<file path="src/rtl/lbk_pkg.sv">
package lbk_pkg;

   typedef enum logic [1:0] {
      LB_OFF  = 2'b00,
      LB_INT  = 2'b01,
      LB_EXT  = 2'b10,
      LB_LINE = 2'b11
   } lb_mode_e;

   typedef struct packed {
      logic crs;
      logic col;
   } carrier_t;

   localparam int CARRIER_W = $bits(carrier_t);

   // A move is allowed when it starts or ends in normal operation or keeps the mode.
   function automatic logic lb_move_ok(input lb_mode_e cur, input lb_mode_e nxt);
      return (cur == LB_OFF) || (nxt == LB_OFF) || (cur == nxt);
   endfunction

endpackage

</file>
<file path="src/rtl/lbk_sync.sv">
module lbk_sync #(
   parameter int WIDTH  = 2,
   parameter int STAGES = 2
) (
   input  logic             clk,
   input  logic             rst_n,
   input  logic [WIDTH-1:0] d,
   output logic [WIDTH-1:0] q
);

   localparam int LAST = STAGES - 1;

   logic [WIDTH-1:0] pipe [STAGES];

   generate
      if (STAGES < 2) begin : g_bad_stages
         $error("lbk_sync: STAGES must be at least 2");
      end
      if (WIDTH < 1) begin : g_bad_width
         $error("lbk_sync: WIDTH must be positive");
      end

      for (genvar i = 0; i < STAGES; i++) begin : g_stage
         if (i == 0) begin : g_first
            always_ff @(posedge clk or negedge rst_n) begin
               if (!rst_n) pipe[i] <= '0;
               else        pipe[i] <= d;
            end
         end else begin : g_next
            always_ff @(posedge clk or negedge rst_n) begin
               if (!rst_n) pipe[i] <= '0;
               else        pipe[i] <= pipe[i-1];
            end
         end
      end
   endgenerate

   assign q = pipe[LAST];

endmodule

</file>
<file path="src/rtl/lbk_mode_reg.sv">
module lbk_mode_reg
   import lbk_pkg::*;
(
   input  logic     clk,
   input  logic     rst_n,
   input  logic     wr_en,
   input  lb_mode_e wr_mode,
   input  logic     wr_crc,
   input  logic     err_clr,
   output lb_mode_e mode,
   output logic     crc_on,
   output logic     mode_err
);

   logic move_ok;
   logic accept;
   logic reject;

   always_comb begin
      move_ok = lb_move_ok(mode, wr_mode);
      accept  = wr_en && move_ok;
      reject  = wr_en && !move_ok;
   end

   always_ff @(posedge clk or negedge rst_n) begin
      if (!rst_n) begin
         mode   <= LB_OFF;
         crc_on <= 1'b0;
      end else if (accept) begin
         mode   <= wr_mode;
         crc_on <= wr_crc;
      end
   end

   // A rejected write wins over a clear arriving in the same cycle.
   always_ff @(posedge clk or negedge rst_n) begin
      if (!rst_n)       mode_err <= 1'b0;
      else if (reject)  mode_err <= 1'b1;
      else if (err_clr) mode_err <= 1'b0;
   end

   a_r8_illegal_keeps_mode: assert property (@(posedge clk) disable iff (!rst_n)
      (wr_en && mode != LB_OFF && wr_mode != LB_OFF && wr_mode != mode)
         |=> (mode == $past(mode)) && (crc_on == $past(crc_on)));

   a_r8_illegal_sets_err: assert property (@(posedge clk) disable iff (!rst_n)
      (wr_en && mode != LB_OFF && wr_mode != LB_OFF && wr_mode != mode) |=> mode_err);

   a_r9_err_sticky: assert property (@(posedge clk) disable iff (!rst_n)
      (mode_err && !err_clr) |=> mode_err);

   a_r10_no_direct_hop: assert property (@(posedge clk) disable iff (!rst_n)
      ($past(mode) != LB_OFF && mode != LB_OFF) |-> (mode == $past(mode)));

endmodule

</file>
<file path="src/rtl/lbk_path_mux.sv">
module lbk_path_mux
   import lbk_pkg::*;
#(
   parameter int DATA_W = 1
) (
   input  lb_mode_e          mode,
   input  logic [DATA_W-1:0] ser_tx_data,
   input  logic              tx_clk_in,
   input  logic [DATA_W-1:0] line_rx_data,
   input  logic              line_rx_clk,
   output logic [DATA_W-1:0] line_tx_data,
   output logic [DATA_W-1:0] deser_rx_data,
   output logic              deser_rx_clk,
   output logic              phy_loop_force
);

   generate
      if (DATA_W < 1) begin : g_bad_w
         $error("lbk_path_mux: DATA_W must be positive");
      end
   endgenerate

   always_comb begin
      line_tx_data   = ser_tx_data;
      deser_rx_data  = line_rx_data;
      deser_rx_clk   = line_rx_clk;
      phy_loop_force = 1'b0;
      unique case (mode)
         LB_INT: begin
            line_tx_data  = '0;
            deser_rx_data = ser_tx_data;
            deser_rx_clk  = tx_clk_in;
         end
         LB_EXT:  phy_loop_force = 1'b1;
         LB_LINE: ;
         default: ;
      endcase
   end

endmodule

</file>
<file path="src/rtl/lbk_status_mask.sv">
module lbk_status_mask
   import lbk_pkg::*;
#(
   parameter bit REG_STATUS = 1'b0
) (
   input  logic     clk,
   input  logic     rst_n,
   input  lb_mode_e mode,
   input  carrier_t sync_in,
   output logic     status_crs,
   output logic     status_col
);

   carrier_t masked;

   always_comb begin
      masked = sync_in;
      unique case (mode)
         LB_INT: begin
            masked.crs = 1'b0;
            masked.col = 1'b0;
         end
         LB_EXT:  masked.col = 1'b0;
         default: ;
      endcase
   end

   generate
      if (REG_STATUS) begin : g_reg
         carrier_t held;
         always_ff @(posedge clk or negedge rst_n) begin
            if (!rst_n) held <= '0;
            else        held <= masked;
         end
         assign status_crs = held.crs;
         assign status_col = held.col;
      end else begin : g_comb
         assign status_crs = masked.crs;
         assign status_col = masked.col;
      end
   endgenerate

endmodule

</file>
<file path="src/rtl/lbk_ctrl.sv">
module lbk_ctrl
   import lbk_pkg::*;
#(
   parameter int DATA_W      = 1,
   parameter int SYNC_STAGES = 2,
   parameter bit REG_STATUS  = 1'b0
) (
   input  logic              clk,
   input  logic              rst_n,
   input  logic              cfg_wr,
   input  logic [1:0]        cfg_loop_sel,
   input  logic              cfg_crc_chk,
   input  logic              err_clear,
   input  logic [DATA_W-1:0] ser_tx_data,
   input  logic              tx_clk_in,
   input  logic [DATA_W-1:0] line_rx_data,
   input  logic              line_rx_clk,
   input  logic              crs_raw,
   input  logic              col_raw,
   output logic [1:0]        lb_mode,
   output logic              phy_loop_force,
   output logic [DATA_W-1:0] line_tx_data,
   output logic [DATA_W-1:0] deser_rx_data,
   output logic              deser_rx_clk,
   output logic              status_crs,
   output logic              status_col,
   output logic              defer_crs,
   output logic              defer_col,
   output logic              rx_addr_chk_en,
   output logic              rx_crc_chk_en,
   output logic              mode_err
);

   lb_mode_e mode_q;
   logic     crc_q;
   carrier_t raw_c;
   carrier_t sync_c;

   lbk_mode_reg u_mode (
      .clk      (clk),
      .rst_n    (rst_n),
      .wr_en    (cfg_wr),
      .wr_mode  (lb_mode_e'(cfg_loop_sel)),
      .wr_crc   (cfg_crc_chk),
      .err_clr  (err_clear),
      .mode     (mode_q),
      .crc_on   (crc_q),
      .mode_err (mode_err)
   );

   assign raw_c.crs = crs_raw;
   assign raw_c.col = col_raw;

   lbk_sync #(
      .WIDTH  (CARRIER_W),
      .STAGES (SYNC_STAGES)
   ) u_sync (
      .clk   (clk),
      .rst_n (rst_n),
      .d     (raw_c),
      .q     (sync_c)
   );

   lbk_path_mux #(
      .DATA_W (DATA_W)
   ) u_path (
      .mode           (mode_q),
      .ser_tx_data    (ser_tx_data),
      .tx_clk_in      (tx_clk_in),
      .line_rx_data   (line_rx_data),
      .line_rx_clk    (line_rx_clk),
      .line_tx_data   (line_tx_data),
      .deser_rx_data  (deser_rx_data),
      .deser_rx_clk   (deser_rx_clk),
      .phy_loop_force (phy_loop_force)
   );

   lbk_status_mask #(
      .REG_STATUS (REG_STATUS)
   ) u_mask (
      .clk        (clk),
      .rst_n      (rst_n),
      .mode       (mode_q),
      .sync_in    (sync_c),
      .status_crs (status_crs),
      .status_col (status_col)
   );

   assign lb_mode        = mode_q;
   assign defer_crs      = sync_c.crs;
   assign defer_col      = sync_c.col;
   assign rx_addr_chk_en = (mode_q != LB_OFF);
   assign rx_crc_chk_en  = (mode_q != LB_OFF) && crc_q;

   a_r2_internal_path: assert property (@(posedge clk) disable iff (!rst_n)
      (mode_q == LB_INT) |-> (deser_rx_data == ser_tx_data) && (line_tx_data == '0));

   a_r3_force_only_ext: assert property (@(posedge clk) disable iff (!rst_n)
      phy_loop_force |-> (lb_mode == 2'b10) && (line_tx_data == ser_tx_data));

   a_r5_internal_hides: assert property (@(posedge clk) disable iff (!rst_n)
      (lb_mode == 2'b01) |-> !status_crs && !status_col);

   a_r6_ext_masks_col: assert property (@(posedge clk) disable iff (!rst_n)
      phy_loop_force |-> !status_col);

   a_r11_crc_needs_loop: assert property (@(posedge clk) disable iff (!rst_n)
      rx_crc_chk_en |-> rx_addr_chk_en);

endmodule

</file>
<file path="config.mk">
export PLATFORM = sky130hd
export DESIGN_NAME = lbk_ctrl
export DESIGN_NICKNAME = d
export VERILOG_FILES = /design/src/rtl/lbk_pkg.sv /design/src/rtl/lbk_sync.sv /design/src/rtl/lbk_mode_reg.sv /design/src/rtl/lbk_path_mux.sv /design/src/rtl/lbk_status_mask.sv /design/src/rtl/lbk_ctrl.sv
export SDC_FILE = /design/constraint.sdc
export NUM_CORES = 1
export LEC_CHECK = 0
export BUFFER_PORTS_ARGS = -buffer_cell sky130_fd_sc_hd__buf_2
export CORE_AREA = 2 2 39 41
export DETAILED_ROUTE_END_ITERATION = 10
export DIE_AREA = 0 0 41 43
export SYNTH_ARGS = -nofsm -noshare
export SYNTH_HDL_FRONTEND = slang
export SYNTH_SLANG_ARGS = --single-unit
export TNS_END_PERCENT = 5
</file>
<file path="constraint.sdc">
create_clock -name clk -period 1.7 [get_ports clk]
set_clock_uncertainty 0.2 [all_clocks]
set_input_delay 0.34 -clock clk [delete_from_list [all_inputs] [get_ports clk]]
set_output_delay 0.34 -clock clk [all_outputs]
set_load 0.005 [all_outputs]
</file>
==> impl_metrics.yaml <==
placement:
  number_of_buffers_inserted_by_port_buffering: 25
  placed_cell_area_sq_um: 573.1
  place.gp.congestion: 0.6502
  place.detailed.hpwl_um: 699.1
logic_synthesis:
  postSynthNetCount: 55
  yosys.area.top_type: "dfrtp_1"
  synth.cells.most_frequent: "dfrtp_1 (8), nor2b_1 (6), inv_1 (5), ha_1 (3), nand2_1 (3)"
  synthesis.area_per_instance_sq_um: 10.59
  ys_async_sr_fraction: 1.000
  count_of_flip_flops_with_a_built_in_enable_after_synthesis: 0
  synth.lib_cells_used.distinct: 15
  ys.flop_type: "dfrtp_1"
  synth.yosys.seq_area_share: 0.4848
  ys_ff_latch: 8
  postSynthCellCount: 39
  yosys-top-cells-area: "dfrtp_1 (48%), ha_1 (9.1%), nor2b_1 (9.1%)"
  synth_warnings: 0
  mappedNetlistArea_sq_um: 412.9
  synth_most_common_cell: "dfrtp_1"
  synthDominantCellAreaShare: 0.4848
power_and_ir_drop:
  static-leakage-power_nw: 0.3640
  power.share.combinational: 0.609
  power.share.switching: 0.3494
  power.switching_uw: 375.5
  share_seq_of_total_power: 0.265
  cellInternalPower_uw: 699.2
  clock_power_share: 0.126
  ir_drop_mv: 0.5435
  cellPowerDensity_nw_per_um2: 1534
outcome:
  failing_checks: "setup timing"
  status: "complete, but fails checks"
clock_tree:
  cts_buffer_depth: 2
  worst_skew_pair_later_pin_latency_ps: 250
  cts_buffers: 3
  htreeDepth: 1
  cts_tree: "built"
  ctsRootBufferMaster: "clkbuf_4"
  clk_transition_reported_paths_ps: 50
  cts_num_sinks: 8
critical_path:
  setup.worst_path.end_class: "output pin"
  critical_path_fanouts_max: 4
  critical_path_class: "reg -> out"
  ff2ff_setup_slack_ps: 260
  crit_path_start_kind: "register"
  reg2reg_depth: 5
  cp.required_ps: 1160
  crit_arrival_ps: 1290
routing:
  route.detailed.drc: 0
  dr.first_iter.drc_count: 2
  antenna_violating_nets_post_route: 0
  route.detailed.wl_per_inst_um: 10.70
  drt-total-wl_um: 974
  drt_first_pass_iters: 5
  viasPerCell: 4.538
  vias: 413
min_path:
  min-delay-path-class: "reg -> reg"
  cell_depth_of_the_worst_min_delay_path: 0
floorplanning:
  die_x_um: 41
  boundaryPins: 26
  floorplan.core_area_sq_um: 1384
  die_area_sq_um: 1763
  initial_standard_cell_utilization_of_the_core: 0.2984
  die-height_um: 43
  fp-row-count: 14
sta:
  final_hold_viol_count: 0
  fmax_ghz: 0.5477
  final_min_period_over_clock_period: 1.074
  maxSlewHeadroom: 0.8837
  fin_hold_ws_ps: 145.2
  worst-slew-pin-transition_ps: 174.5
  setup_ws_ps: -125.9
  final.setup.tns_ps: -372.2
  timing.final.crit_period_ps: 1826
  final_max_slew_violation_count: 0
  setup_violations: 6
  rsz_0062_raised_after_global_routing: "yes"
layout:
  fillers: 135
  fraction_of_final_layout_cells_sized_beyond_drive_strength_1: 0.6000
  final_net_count: 93
  area_overhead_vs_synth_pct: 69.70
  diodes: 0
  final_cell_area_sq_um: 700.7
global_routing:
  first_global_vias: 362
  pin_count_of_the_biggest_net_entering_global_routing: 9
  grt_pass1_wl_um: 1421
  antenna_violations_before_repair: 0
  globalRouteTotalUtil: 0.1240
  globalRouteOverflowTotal: 0
job:
  timing.max_cap.violations: 0
## worst max-delay path, cell delays in order, from the launching register on
cell	delay, ps
dfrtp_2	440
ha_4	180
mux2_4	300
buf_6	120
## cells by family after synthesis
logic type / count (synthesis) / share of synthesized area
AO/OA/AOI/OAI: 10 / 0.1818
adder cells (fa/ha/maj): 3 / 0.09092
buffers and inverters: 6 / 0.05454
flip-flops: 8 / 0.4848
multiplexers: 2 / 0.05454
AND/OR/NAND/NOR: 10 / 0.1334
## stage by stage
stage	util	setup slack, ps	power (mW)	std cells
after floorplan	-	90.27	0.5493	39
after detailed placement	0.4141	58.65	0.7574	82
after global placement	0.4141	63.81	0.7570	82
after CTS	0.4946	-125.2	1.036	90
after global routing	0.5063	-173.5	1.171	91
final	0.5063	-125.9	1.075	91
## cells in the final DEF (no fill, tap or decap), types with 2 or more instances in the layout
master,instances
a21oi_1,2
o21ai_2,2
a31oi_1,2
mux2_4,2
clkbuf_4,3
dfrtp_1,7
nand2_1,3
nor2b_1,5
inv_1,3
buf_6,3
buf_2,23
dlygate4sd3_1,3
ha_4,2
buf_4,4
inv_2,3
## area by class of cell
type	count	area, sq um	area share
clock buffers	3	22.52	0.03214
inverters	6	22.52	0.03214
multi-input cells	25	225.2	0.3214
flip-flops and latches	8	201.4	0.2875
well taps	16	20.02	0.02857
repair buffers	33	209.0	0.2982
## sequential cells by signal, summed over array words and instances, names as in the netlist
signal / count
u_sync.q: 2
u_mode.crc_on: 1
u_mode.mode: 2
u_mode.mode_err: 1
u_sync.pipe: 2
## routing by layer
layer,routed length [um],global-route usage
met1,392,0.1472
met4,6,0.08000
met2,479,0.1844
met5,0,0
met3,95,0.03665
## final timing paths
| check | end | start |
|---|---|---|
| setup / recovery | deser_rx_data | u_mode.mode[0] |
| hold / removal | u_sync.q[1] | u_sync.pipe[3] |
| setup reg to reg | u_mode.mode_err | u_mode.mode[0] |
| hold reg to reg | u_sync.q[1] | u_sync.pipe[3] |
| max in group asynchronous | u_mode.mode[0] | rst_n |
| min in group asynchronous | u_mode.mode_err | rst_n |
## what timing repair did
item,4_1_cts,5_1_grt
setup endpoints to repair,5,7
resized for setup,11,2
gates cloned,0,0
hold buffers,3,0
pin swaps,1,1
hold endpoints to repair,10,0
setup buffers,2,1
## power groups by stage
stage	Sequential (mW)	Clock (mW)	Combinational, mW
final	0.284	0.136	0.654
after global routing	0.294	0.155	0.722
after CTS	0.285	0.142	0.609
after detailed placement	0.277	0	0.481
after global placement	0.274	0	0.483
after floorplan	0.285	0	0.264
Note: power is estimated with default switching activity, not from simulation.
